<file path="src/rtl/fbca_pkg.sv">
// Shared types for the frame-buffer cursor accelerator.
// Assumes nothing beyond IEEE 1800-2017 packages.
package fbca_pkg;

    // Target served by the current CPU access
    typedef enum logic [2:0] {
        TGT_NONE,
        TGT_CUR,
        TGT_EXT,
        TGT_STEP,
        TGT_PIX
    } tgt_e;

endpackage

</file>
<file path="src/rtl/fbca_decode.sv">
// Target decoder: turns the bus cycle and the four strobes into a single
// target, using the fixed priority cursor > extension > step > pixel.
// Assumes the strobes are only meaningful while cyc_i is high.
module fbca_decode
    import fbca_pkg::*;
(
    input  logic cyc_i,
    input  logic cur_stb_i,
    input  logic ext_stb_i,
    input  logic step_stb_i,
    input  logic pix_stb_i,
    output tgt_e tgt_o
);

    // Priority selection of the served target
    always_comb begin
        if (!cyc_i)          tgt_o = TGT_NONE;
        else if (cur_stb_i)  tgt_o = TGT_CUR;
        else if (ext_stb_i)  tgt_o = TGT_EXT;
        else if (step_stb_i) tgt_o = TGT_STEP;
        else if (pix_stb_i)  tgt_o = TGT_PIX;
        else                 tgt_o = TGT_NONE;
    end

endmodule

</file>
<file path="src/rtl/fbca_step_ram.sv">
// Step table: 2**IDX_W entries of signed cursor increments, each as wide as
// the cursor. One synchronous write port and one asynchronous read port.
// Assumes a small IDX_W, so that every entry can be a register with a reset.
module fbca_step_ram #(
    parameter int IDX_W  = 3,
    parameter int PIX_AW = 12
) (
    input  logic              clk,
    input  logic              rst_n,
    input  logic              wr_en,
    input  logic [IDX_W-1:0]  idx,
    input  logic [PIX_AW-1:0] wr_word,
    output logic [PIX_AW-1:0] rd_word
);

    localparam int DEPTH = 1 << IDX_W;

    logic [PIX_AW-1:0] mem [DEPTH];

    // Clear all entries on reset; write the addressed entry on request
    always_ff @(posedge clk) begin
        if (!rst_n) begin
            for (int i = 0; i < DEPTH; i++) mem[i] <= '0;
        end else if (wr_en) begin
            mem[idx] <= wr_word;
        end
    end

    // Asynchronous read of the addressed entry
    assign rd_word = mem[idx];

endmodule

</file>
<file path="src/rtl/fbca_cursor.sv">
// Cursor and extension registers. The cursor is loaded by the CPU or moved
// by a step; the move is a modulo 2**PIX_AW add. The extension register is
// written by the CPU or loaded with the upper part of a wide read.
// Assumes the load requests are mutually exclusive, as the decoder ensures.
module fbca_cursor #(
    parameter int PIX_AW = 12,
    parameter int XW     = 4
) (
    input  logic              clk,
    input  logic              rst_n,
    input  logic              cur_load,
    input  logic [PIX_AW-1:0] cur_word,
    input  logic              step_go,
    input  logic [PIX_AW-1:0] step,
    input  logic              ext_load,
    input  logic [XW-1:0]     ext_word,
    output logic [PIX_AW-1:0] cursor_o,
    output logic [XW-1:0]     ext_o
);

    // Cursor register: CPU load, or post-modify add that wraps modulo 2**PIX_AW
    always_ff @(posedge clk) begin
        if (!rst_n)        cursor_o <= '0;
        else if (cur_load) cursor_o <= cur_word;
        else if (step_go)  cursor_o <= cursor_o + step;
    end

    // Extension register: holds the upper bits of wide transfers
    always_ff @(posedge clk) begin
        if (!rst_n)        ext_o <= '0;
        else if (ext_load) ext_o <= ext_word;
    end

endmodule

</file>
<file path="src/rtl/fb_cursor_accel.sv">
// Frame-buffer cursor post-modify accelerator. A CPU-side Wishbone slave
// serves four targets: cursor, extension register, step table and pixel
// window. A pixel access is forwarded to the Wishbone master port at the
// cursor address; when it is acknowledged, the cursor moves by the addressed
// step. Register targets acknowledge in the same cycle; pixel accesses
// acknowledge together with pm_ack_i.
// Assumes DW is a multiple of 8, and PIX_AW <= 2*DW when PIX_AW > DW.
module fb_cursor_accel
    import fbca_pkg::*;
#(
    parameter int IDX_W  = 3,
    parameter int PIX_AW = 12,
    parameter int DW     = 8
) (
    input  logic              clk,
    input  logic              rst_n,
    input  logic              cyc_i,
    input  logic              cur_stb_i,
    input  logic              ext_stb_i,
    input  logic              step_stb_i,
    input  logic              pix_stb_i,
    input  logic              we_i,
    input  logic [IDX_W-1:0]  adr_i,
    input  logic [DW/8-1:0]   sel_i,
    input  logic [DW-1:0]     dat_i,
    output logic [DW-1:0]     dat_o,
    output logic              ack_o,
    input  logic              chain_ack_i,
    input  logic [DW-1:0]     chain_dat_i,
    output logic              pm_cyc_o,
    output logic              pm_stb_o,
    output logic              pm_we_o,
    output logic [PIX_AW-1:0] pm_adr_o,
    output logic [DW/8-1:0]   pm_sel_o,
    output logic [DW-1:0]     pm_dat_o,
    input  logic [DW-1:0]     pm_dat_i,
    input  logic              pm_ack_i
);

    localparam bit SPLIT = PIX_AW > DW;
    localparam int XW    = SPLIT ? PIX_AW - DW : 1;

    tgt_e              tgt;
    logic [PIX_AW-1:0] cursor_q;
    logic [PIX_AW-1:0] step_word;
    logic [PIX_AW-1:0] wr_word;
    logic [XW-1:0]     ext_q;
    logic [XW-1:0]     cur_hi;
    logic [XW-1:0]     step_hi;
    logic [DW-1:0]     cur_lo;
    logic [DW-1:0]     step_lo;
    logic [DW-1:0]     ext_rd;
    logic              pix_go;
    logic              step_go;
    logic              ext_load;
    logic [XW-1:0]     ext_word;

    fbca_decode u_decode (
        .cyc_i      (cyc_i),
        .cur_stb_i  (cur_stb_i),
        .ext_stb_i  (ext_stb_i),
        .step_stb_i (step_stb_i),
        .pix_stb_i  (pix_stb_i),
        .tgt_o      (tgt)
    );

    // Split wide words into bus-sized and extension parts
    generate
        if (SPLIT) begin : g_split
            assign wr_word = {ext_q, dat_i};
            assign cur_lo  = cursor_q[DW-1:0];
            assign cur_hi  = cursor_q[PIX_AW-1:DW];
            assign step_lo = step_word[DW-1:0];
            assign step_hi = step_word[PIX_AW-1:DW];
            assign ext_rd  = DW'(ext_q);
        end else begin : g_flat
            assign wr_word = dat_i[PIX_AW-1:0];
            assign cur_lo  = DW'(cursor_q);
            assign cur_hi  = '0;
            assign step_lo = DW'(step_word);
            assign step_hi = '0;
            assign ext_rd  = '0;
        end
    endgenerate

    fbca_step_ram #(
        .IDX_W  (IDX_W),
        .PIX_AW (PIX_AW)
    ) u_steps (
        .clk     (clk),
        .rst_n   (rst_n),
        .wr_en   (tgt == TGT_STEP && we_i),
        .idx     (adr_i),
        .wr_word (wr_word),
        .rd_word (step_word)
    );

    assign pix_go  = (tgt == TGT_PIX);
    assign step_go = pix_go && pm_ack_i;

    // Extension load source: CPU write, or upper bits of a cursor/step read
    always_comb begin
        ext_load = 1'b0;
        ext_word = dat_i[XW-1:0];
        case (tgt)
            TGT_EXT:  ext_load = we_i;
            TGT_CUR:  begin ext_load = !we_i; ext_word = cur_hi;  end
            TGT_STEP: begin ext_load = !we_i; ext_word = step_hi; end
            default:  ext_load = 1'b0;
        endcase
    end

    fbca_cursor #(
        .PIX_AW (PIX_AW),
        .XW     (XW)
    ) u_cursor (
        .clk      (clk),
        .rst_n    (rst_n),
        .cur_load (tgt == TGT_CUR && we_i),
        .cur_word (wr_word),
        .step_go  (step_go),
        .step     (step_word),
        .ext_load (ext_load),
        .ext_word (ext_word),
        .cursor_o (cursor_q),
        .ext_o    (ext_q)
    );

    // Pixel master port follows the CPU access while the window is served
    assign pm_cyc_o = pix_go;
    assign pm_stb_o = pix_go;
    assign pm_we_o  = pix_go && we_i;
    assign pm_adr_o = cursor_q;
    assign pm_sel_o = sel_i;
    assign pm_dat_o = dat_i;

    // Return path: own acknowledge and data, or the chain inputs when idle
    always_comb begin
        case (tgt)
            TGT_CUR:  begin ack_o = 1'b1;     dat_o = cur_lo;   end
            TGT_EXT:  begin ack_o = 1'b1;     dat_o = ext_rd;   end
            TGT_STEP: begin ack_o = 1'b1;     dat_o = step_lo;  end
            TGT_PIX:  begin ack_o = pm_ack_i; dat_o = pm_dat_i; end
            default:  begin ack_o = chain_ack_i; dat_o = chain_dat_i; end
        endcase
    end

endmodule

</file>
<file path="config.mk">
export PLATFORM = sky130hd
export DESIGN_NAME = fb_cursor_accel
export DESIGN_NICKNAME = d
export VERILOG_FILES = /design/src/rtl/fbca_pkg.sv /design/src/rtl/fbca_decode.sv /design/src/rtl/fbca_step_ram.sv /design/src/rtl/fbca_cursor.sv /design/src/rtl/fb_cursor_accel.sv
export SDC_FILE = /design/constraint.sdc
export NUM_CORES = 1
export LEC_CHECK = 0
export BUFFER_PORTS_ARGS = -buffer_cell sky130_fd_sc_hd__buf_2
export CORE_ASPECT_RATIO = 1.25
export CORE_UTILIZATION = 50
export DETAILED_ROUTE_END_ITERATION = 10
export PLACE_DENSITY = 0.76
export SLEW_MARGIN = 20
export SYNTH_ARGS = -nofsm -noshare
export SYNTH_HDL_FRONTEND = slang
export SYNTH_SLANG_ARGS = --single-unit
</file>
<file path="constraint.sdc">
create_clock -name clk -period 8.2 [get_ports clk]
set_clock_uncertainty 0.1 [all_clocks]
set_input_delay 1.64 -clock clk [delete_from_list [all_inputs] [get_ports clk]]
set_output_delay 1.64 -clock clk [all_outputs]
set_load 0.01 [all_outputs]
</file>
==> impl_metrics.json <==
{
  "min_delay_path_depth": 2,
  "gp_congestion": 0.884,
  "rows": 44,
  "synth_warnings": 0,
  "cts-root-buf": "clkbuf_16",
  "initial_utilization_pct": 51.4,
  "cts_tree": "built",
  "grt_usage_pct": 25.8,
  "dieWidth_microns": 99.9,
  "tightest_slew_ps": 1060,
  "final_hold_viol_count": 0,
  "clkLatencyLatePin_ps": 350,
  "clkTransAtPathRegs_ps": 70,
  "finalSetupViolations": 0,
  "outcome": "finished, final reports clean",
  "post_cts_buffers": 0,
  "worst_slack_ps": 2870,
  "syn-instance-count": 519,
  "grt_pass1_vias": 4193,
  "dp_hpwl_microns": 10400,
  "routedWlPerCell_microns": 21.2,
  "rsz0062_at_grt": "false",
  "fmax_mhz": 188,
  "grt_max_degree": 36,
  "cap_violations": 0,
  "final_common_cell": "and2_1",
  "cp.arrival_ps": 3590,
  "synth.yosys.seq_area_share_pct": 53.4,
  "ys_ff_latch": 112,
  "post_cts_resized": 0,
  "synth_cell_types": 53,
  "dr_total_vias": 4383,
  "wl_microns": 15400,
  "cts_buffers": 9,
  "cts_sinks": 112,
  "relSlewSlack_pct": 29.2,
  "avgSynthCellArea_sq_um": 11.6,
  "io_buffers": 68,
  "ir_drop_uv": 104,
  "hold_path_class": "reg -> reg",
  "core_sq_um": 11700,
  "slew_violations": 0,
  "drt-initial-drc-count": 422,
  "setup-tns-final_ps": 0,
  "firstDrtPassIters": 5,
  "drtAntennaViolNets": 0,
  "antenna_found_initial": 0,
  "cp_max_fo": 35,
  "pre_cts_ws_ps": 2840,
  "grt_first_pass_wirelength_microns": 23600,
  "synthArstFlopShare_pct": 0,
  "overflow": 0,
  "pin_count": 71,
  "syn2layout_area_growth_pct": 11.7,
  "drc": 0,
  "required_ps": 6460,
  "final_cell_mix": "and2_1 (102), edfxtp_1 (96), buf_2 (68), nand2_1 (48), dfxtp_1 (16)",
  "h-tree-depth": 3,
  "worst_r2r_path_depth": 11,
  "period_share_pct": 65.0,
  "synthesis.nets": 569,
  "crit_type": "in -> out",
  "worstSetupStartpointType": "input port",
  "antennaDiodeCount": 0,
  "finalNetCount": 612,
  "synth_enable_flop_cells": 96,
  "synth-main-ff-cell": "edfxtp_1",
  "vias_per_cell": 6.02,
  "p_leak_nw": 2.65,
  "end_kind": "primary output",
  "syn_area_sq_um": 5990,
  "drive_gt1_share_pct": 20.1,
  "power_density_nw_per_um2": 188,
  "die_y_microns": 124,
  "postCtsHoldBufs": 0,
  "die-area_sq_um": 12400,
  "period_minus_slack_ps": 5330,
  "clk_path_buf_depth": 2
}
## power breakdown
group	internal, mW	switching (mW)
registers	0.641	0.0149
clock network	0.247	0.204
logic	0.0595	0.0894
total	0.948	0.308
## stage by stage
| step | hold slack, ps | cells | util, % | cell area [sq um] | power [mW] |
|---|---|---|---|---|---|
| global placement | 381 | 712 | 54.7 | 6380 | 0.811 |
| finish | 394 | 728 | 57.4 | 6690 | 1.26 |
| detailed placement | 384 | 712 | 54.7 | 6380 | 0.815 |
| CTS | 394 | 728 | 57.3 | 6680 | 1.26 |
| floorplan | 407 | 519 | - | 5990 | 0.762 |
| global route | 432 | 728 | 57.4 | 6690 | 1.29 |
## critical path, stage by stage
cell and delay [ps]:
buf_2 610, mux4_2 600, mux2_2 290, nand2_1 70, a21oi_1 70, a21o_1 180, buf_2 130
## area by class of cell
cell class	instances	area, sq um
clock inverters	6	65.1
clock buffers	10	239
multi-input cells	355	2550
well taps	161	201
repair buffers	76	400
fillers	958	4980
inverters	8	30.0
flip-flops and latches	112	3200
## path summary, 6_finish.rpt
kind | slack (ps) | startpoint | endpoint
max | 2870 | adr_i[1] | dat_o[0]
min | 390 | u_cursor.cursor_o[0] | u_cursor.cursor_o[0]
max reg2reg | 5070 | u_steps.mem[6][0] | u_cursor.cursor_o[10]
min reg2reg | 390 | u_cursor.cursor_o[0] | u_cursor.cursor_o[0]
## cell usage after synthesis, types with 5 or more instances
cell type	number	share of area [%]
and2_1	102	11
buf_4	11	1.4
nor3_1	7	0.58
ha_1	11	2.3
a21boi_1	6	0.75
o211a_1	7	1.2
a21o_1	7	0.88
inv_1	8	0.50
a222oi_1	11	1.8
a22oi_1	10	1.3
edfxtp_1	96	48
dfxtp_1	16	5.3
clkbuf_1	21	1.3
nor2b_1	10	1.0
mux2_2	9	1.7
o21ai_1	9	0.75
o21ai_0	18	1.5
mux4_2	12	4.5
nand2_1	48	3.0
a21oi_1	14	1.2
buf_2	9	0.75
a221oi_1	5	0.73
nor2_1	14	0.88
## logic make-up after synthesis
kind of cell | Yosys count | synth area share [%]
AO/OA/AOI/OAI | 113 | 13.7
multiplexers | 26 | 7.05
flip-flops | 112 | 53.4
buffers and inverters | 52 | 4.26
AND/OR/NAND/NOR | 198 | 18.1
XOR/XNOR | 6 | 0.877
adder cells (fa/ha/maj) | 12 | 2.63
## metal layers
metal,vias up,track usage (%),share of wire [%],routed length [microns]
li1,2008,-,-,-
met1,2108,31.2,39,6030
met2,227,43.9,50,7690
met3,40,3.87,6.9,1060
met4,0,13.7,4.2,643
met5,-,0,0,0
## sequential cells by signal, indices dropped and copies added, names as in the netlist
name,flops
u_cursor.cursor_o,12
u_steps.mem,96
u_cursor.ext_o,4
Note: power is estimated with default switching activity, not from simulation.
